--- config.mk ---
export PLATFORM = sky130hd
export DESIGN_NAME = fault_status_reporter
export DESIGN_NICKNAME = d
export VERILOG_FILES = /design/src/rtl/fault_status_reporter.sv
export SDC_FILE = /design/constraint.sdc
export NUM_CORES = 1
export LEC_CHECK = 0
export BUFFER_PORTS_ARGS = -buffer_cell sky130_fd_sc_hd__clkbuf_2
export CORE_UTILIZATION = 45
export DETAILED_ROUTE_END_ITERATION = 10
export HOLD_SLACK_MARGIN = 0.02
export PLACE_DENSITY = 0.67
export SYNTH_ARGS = -nofsm -noshare
export SYNTH_HDL_FRONTEND = slang
export SYNTH_SLANG_ARGS = --single-unit
--- constraint.sdc ---
create_clock -name clk -period 2.77 [get_ports clk]
set_input_delay 0.554 -clock clk [delete_from_list [all_inputs] [get_ports clk]]
set_output_delay 0.554 -clock clk [all_outputs]
set_load 0.05 [all_outputs]
--- src/rtl/fault_status_reporter.sv ---
module fault_status_reporter #(
  parameter int DW = 8,
  parameter int AW = 3,
  parameter logic [1:0] FN_ALERT = 2'd2,
  parameter logic [1:0] FN_PG    = 2'd1,
  parameter logic [1:0] FN_FLT   = 2'd1
) (
  input  logic          clk,
  input  logic          rst_n,
  input  logic          ev_short,
  input  logic          retry_mode,
  input  logic          ev_line_tran,
  input  logic          wr_en,
  input  logic [AW-1:0] wr_addr,
  input  logic [DW-1:0] wr_data,
  input  logic [AW-1:0] rd_addr,
  output logic [DW-1:0] rd_data,
  input  logic [3:0]    alert_mask,
  input  logic [2:0]    fault_mask,
  input  logic [1:0]    pin_a_sel,
  input  logic [1:0]    pin_p_sel,
  input  logic [1:0]    pin_f_sel,
  output logic          alert_n,
  output logic          pg_out,
  output logic          flt_out
);
  localparam int NREG = 6;

  logic [DW-1:0] sts [NREG];
  logic [DW-1:0] set_v [NREG];
  logic [DW-1:0] sts_byte, sts_word, sts_out, sts_temp, sts_mfr1, sts_mfr2;

  wire sc_lat = ev_short & ~retry_mode;
  wire sc_rty = ev_short &  retry_mode;

  always_comb begin
    for (int i = 0; i < NREG; i++) set_v[i] = '0;
    set_v[0][0] = ev_short;
    set_v[0][1] = sc_rty;
    set_v[0][2] = ev_short;
    set_v[1][0] = ev_short;
    set_v[1][1] = ev_short;
    set_v[1][2] = sc_rty;
    set_v[1][3] = ev_short;
    set_v[2][0] = ev_short;
    set_v[3][0] = sc_rty;
    set_v[4][0] = sc_rty;
    set_v[5][0] = ev_short;
    set_v[5][1] = sc_lat;
    set_v[5][2] = ev_line_tran;
  end

  for (genvar g = 0; g < NREG; g++) begin : g_reg
    wire [DW-1:0] clr = (wr_en && wr_addr == AW'(g)) ? wr_data : '0;
    always_ff @(posedge clk or negedge rst_n)
      if (!rst_n) sts[g] <= '0;
      else        sts[g] <= (sts[g] & ~clr) | set_v[g];
  end

  assign sts_byte = sts[0];
  assign sts_word = sts[1];
  assign sts_out  = sts[2];
  assign sts_temp = sts[3];
  assign sts_mfr1 = sts[4];
  assign sts_mfr2 = sts[5];

  assign rd_data = (int'(rd_addr) < NREG) ? sts[rd_addr] : '0;

  wire [3:0] alert_src = {sts_byte[1], sts_word[2], sts_word[3], sts_word[1]};
  wire [2:0] fault_src = {sts_temp[0], sts_mfr1[0], sts_mfr2[1]};
  wire alert_d = (pin_a_sel == FN_ALERT) && |(alert_src & ~alert_mask);
  wire fault_d = (pin_f_sel == FN_FLT) && |(fault_src & ~fault_mask);
  wire pg_d    = (pin_p_sel == FN_PG) && !sts_word[1];

  always_ff @(posedge clk or negedge rst_n)
    if (!rst_n) begin
      alert_n <= 1'b1;
      flt_out <= 1'b0;
      pg_out  <= 1'b0;
    end else begin
      alert_n <= !alert_d;
      flt_out <= fault_d;
      pg_out  <= pg_d;
    end
endmodule

==> results.yml <==
logic_synthesis:
  synth_top_area_cell: "dfrtp_1"
  synth_area_per_cell_um2: 12.5
  synth.net_count: 218
  netlist.area_leader.share_pct: 54.2
  seq_area_frac_synth_pct: 55.3
  synth.area.top_cells: "dfrtp_1 (54%), a21boi_0 (11%), mux2i_1 (10%), o32a_1 (3.5%), a21o_1 (2.6%)"
  synthCells: 185
  syn-cell-area_um2: 2310
  yosysWarningCount: 0
  synth_cell_types: 30
  ys_ff_latch: 51
global_routing:
  grt_remaining_overflow: 0
  grt_pass1_wl_um: 8000
  grt_start_max_net_pins: 52
  track_usage_pct: 20.4
  grt_antenna_before_repair: 0
  grt_pass1_vias: 1590
clocking:
  clockRootBuffer: "clkbuf_8"
  cts_setup_buffers: 0
  cts_tree: "yes"
  cts_sinks: 51
  clk_pin_slew_ns: 0.09
  cts_inserted_buffers: 5
  ctsResizeCount: 0
  cts_hold_buffers: 0
  cts-htree-levels: 2
  clock_path_buffers: 2
  insertion_delay_ns: 0.30
timing:
  setup_viol: 0
  clock-skew-final_ns: 0.00659
  hold_viol_final: 0
  period_needed_ns: 2.42
  fmax_mhz: 414
  fin_tns_setup_ns: 0
  slew_violations: 0
  period_share_pct: 87.2
  worstMarginPinSlew_ns: 0.628
  rsz0062_at_grt: "false"
  worst_slack_ns: 0.354
  relSlewSlack_pct: 58.2
  whs_ns: 0.346
detailed_routing:
  wirelength_um: 4970
  antenna_left: 0
  drtIter0Drc: 102
  via_per_inst: 5.39
  vias: 1602
  drc: 0
  firstDrtPassIters: 4
  routedWlPerCell_um: 16.7
setup_path:
  worstSetupStartpoint: "rd_addr[2]"
  worstSetupStartpointType: "input port"
  required_ns: 2.22
  r2r_setup_slack_ns: 1.83
  r2r.worst_path.cells: 2
  cp_max_fo: 15
  setup.worst_path.end_class: "primary output"
  cpMaxStageDelayCell: "nand2b_2"
  crit_chain: "clkbuf_2 -> nand2b_2 -> o32a_1 -> o21ai_0 -> clkbuf_2"
  rr_endpoint: "flt_out"
  criticalPathCategory: "input port to primary output"
  slowest_delay_ns: 0.40
  arrival_ns: 1.86
  r2r-start: "sts_mfr2[1]"
  critPathMostFrequentCell: "clkbuf_2"
placement:
  hpwl_um: 3340
  gp_congestion: 0.714
  placed_area_um2: 2560
  place_ws_ns: 0.351
  io_buffers: 43
  dp.cells: 289
layout:
  finalNonFillerCells: 297
  nets: 262
  drive_gt1_share_pct: 26.1
  diodes: 0
  syn_to_final_growth_pct: 14.6
  fillers: 442
  stdcell_area_um2: 2650
die:
  num_rows: 25
  die_w_um: 73.6
  start_util_pct: 47.9
  fp.coreArea_um2: 4820
  io_pins: 44
  die-area_um2: 5420
  die-height_um: 73.6
pwr:
  leakage_nw: 1.27
  ir_drop_uv: 330
  power_density_nw_per_um2: 496
  power_frac_clock_pct: 31.0
  netSwitchingFraction_pct: 25.3
  cellInternalPower_w: 0.000982
  pwr-share-comb_pct: 11.2
  netSwitchingPower_w: 0.000332
  power_frac_seq_pct: 57.7
hold_path:
  holdCritPathClass: "input port to async pin"
run:
  cap_violations: 0
run_status:
  status: "finished, final reports clean"
## placed cells by master (no fill, tap or decap), drive strengths merged, types with 2 or more instances in the layout
master and n:
a21o 8, clkbuf 50, mux2i 24, inv 8, o21ai 9, nand2 9
a21boi 35, buf 4, nand2b 2, a21oi 4, nor3b 2, and4b 2
a22o 3, dfrtp 50, o32a 8, o22ai 2, or2 2, and4bb 3
## cells by family (layout without fill, tap and decap cells)
| family | Yosys count | after routing | synth area share, % |
|---|---|---|---|
| flip-flops | 51 | 51 | 55.3 |
| AND/OR/NAND/NOR | 22 | 22 | 7.10 |
| AO/OA/AOI/OAI | 70 | 70 | 22.7 |
| multiplexers | 24 | 24 | 10.4 |
| buffers and inverters | 18 | 63 | 4.50 |
## cell usage after synthesis, drive strengths merged
library cell	instances
a21boi	35
a21o	8
a21oi	4
a222oi	1
a22o	3
and4b	2
and4bb	3
buf	7
clkbuf	3
dfrtp	50
dfstp	1
inv	8
mux2i	24
nand2	9
nand2b	2
nor2b	1
nor3b	2
nor4b	1
o21ai	9
o22ai	2
o32a	8
or2	2
## worst max-delay path, delay by kind of cell
kind                   cells  cell delay, ns
buffers and inverters      2            0.61
and+or+nand+nor            1            0.40
AOI/OAI and AO/OA          2            0.28
## layout make-up
cell class                 instances  area (µm²)  share of cell area, %
clock buffer                       7        76.3                   2.88
clock inverter                     1        5.00                  0.189
inverter                           8        30.0                   1.13
multi-input combinational        116         928                   35.1
sequential                        51        1280                   48.3
tap                               67        83.8                   3.17
timing repair buffer              47         245                   9.27
## power groups by stage
stage / Sequential, W / Clock [W] / Combinational, W
6_report: 0.000759 / 0.000408 / 0.000148
5_1_grt: 0.000760 / 0.000445 / 0.000161
4_1_cts: 0.000759 / 0.000418 / 0.000150
3_5_place_dp: 0.000774 / 0 / 0.000149
3_3_place_gp: 0.000773 / 0 / 0.000148
2_1_floorplan: 0.000779 / 0 / 0.0000770
## worst max-delay path by stage
stage | slack [ns] | depth (start not counted) | endpoint
after global routing | 0.26 | 5 | rd_data[4]
final | 0.35 | 5 | rd_data[6]
after global placement | 0.36 | 5 | rd_data[3]
after detailed placement | 0.35 | 5 | rd_data[3]
after floorplan | 0.04 | 4 | rd_data[3]
after CTS | 0.34 | 5 | rd_data[3]
## state kept, by name, indices dropped and copies added, names as in the netlist
| signal | flops |
|---|---|
| sts_word | 8 |
| alert_n | 1 |
| sts_temp | 8 |
| sts_mfr1 | 8 |
| sts_byte | 8 |
| flt_out | 1 |
| pg_out | 1 |
| sts_out | 8 |
| sts_mfr2 | 8 |
## metal layers
| layer | vias to the layer above | wire [µm] | global-route usage, % | part of all wire [%] |
|---|---|---|---|---|
| li1 | 768 | - | - | - |
| met1 | 800 | 2410 | 28.8 | 49 |
| met2 | 27 | 2340 | 31.8 | 47 |
| met3 | 7 | 158 | 3.84 | 3.2 |
| met4 | 0 | 59 | 6.41 | 1.2 |
| met5 | - | 0 | 0 | 0 |
## stage by stage
stage,total power (W),utilization [%]
2_1_floorplan,0.000856,-
3_3_place_gp,0.000921,53.2
3_5_place_dp,0.000922,53.2
4_1_cts,0.00133,54.9
5_1_grt,0.00136,54.9
6_report,0.00131,54.9
No activity file was read; power rests on OpenSTA's default activity.
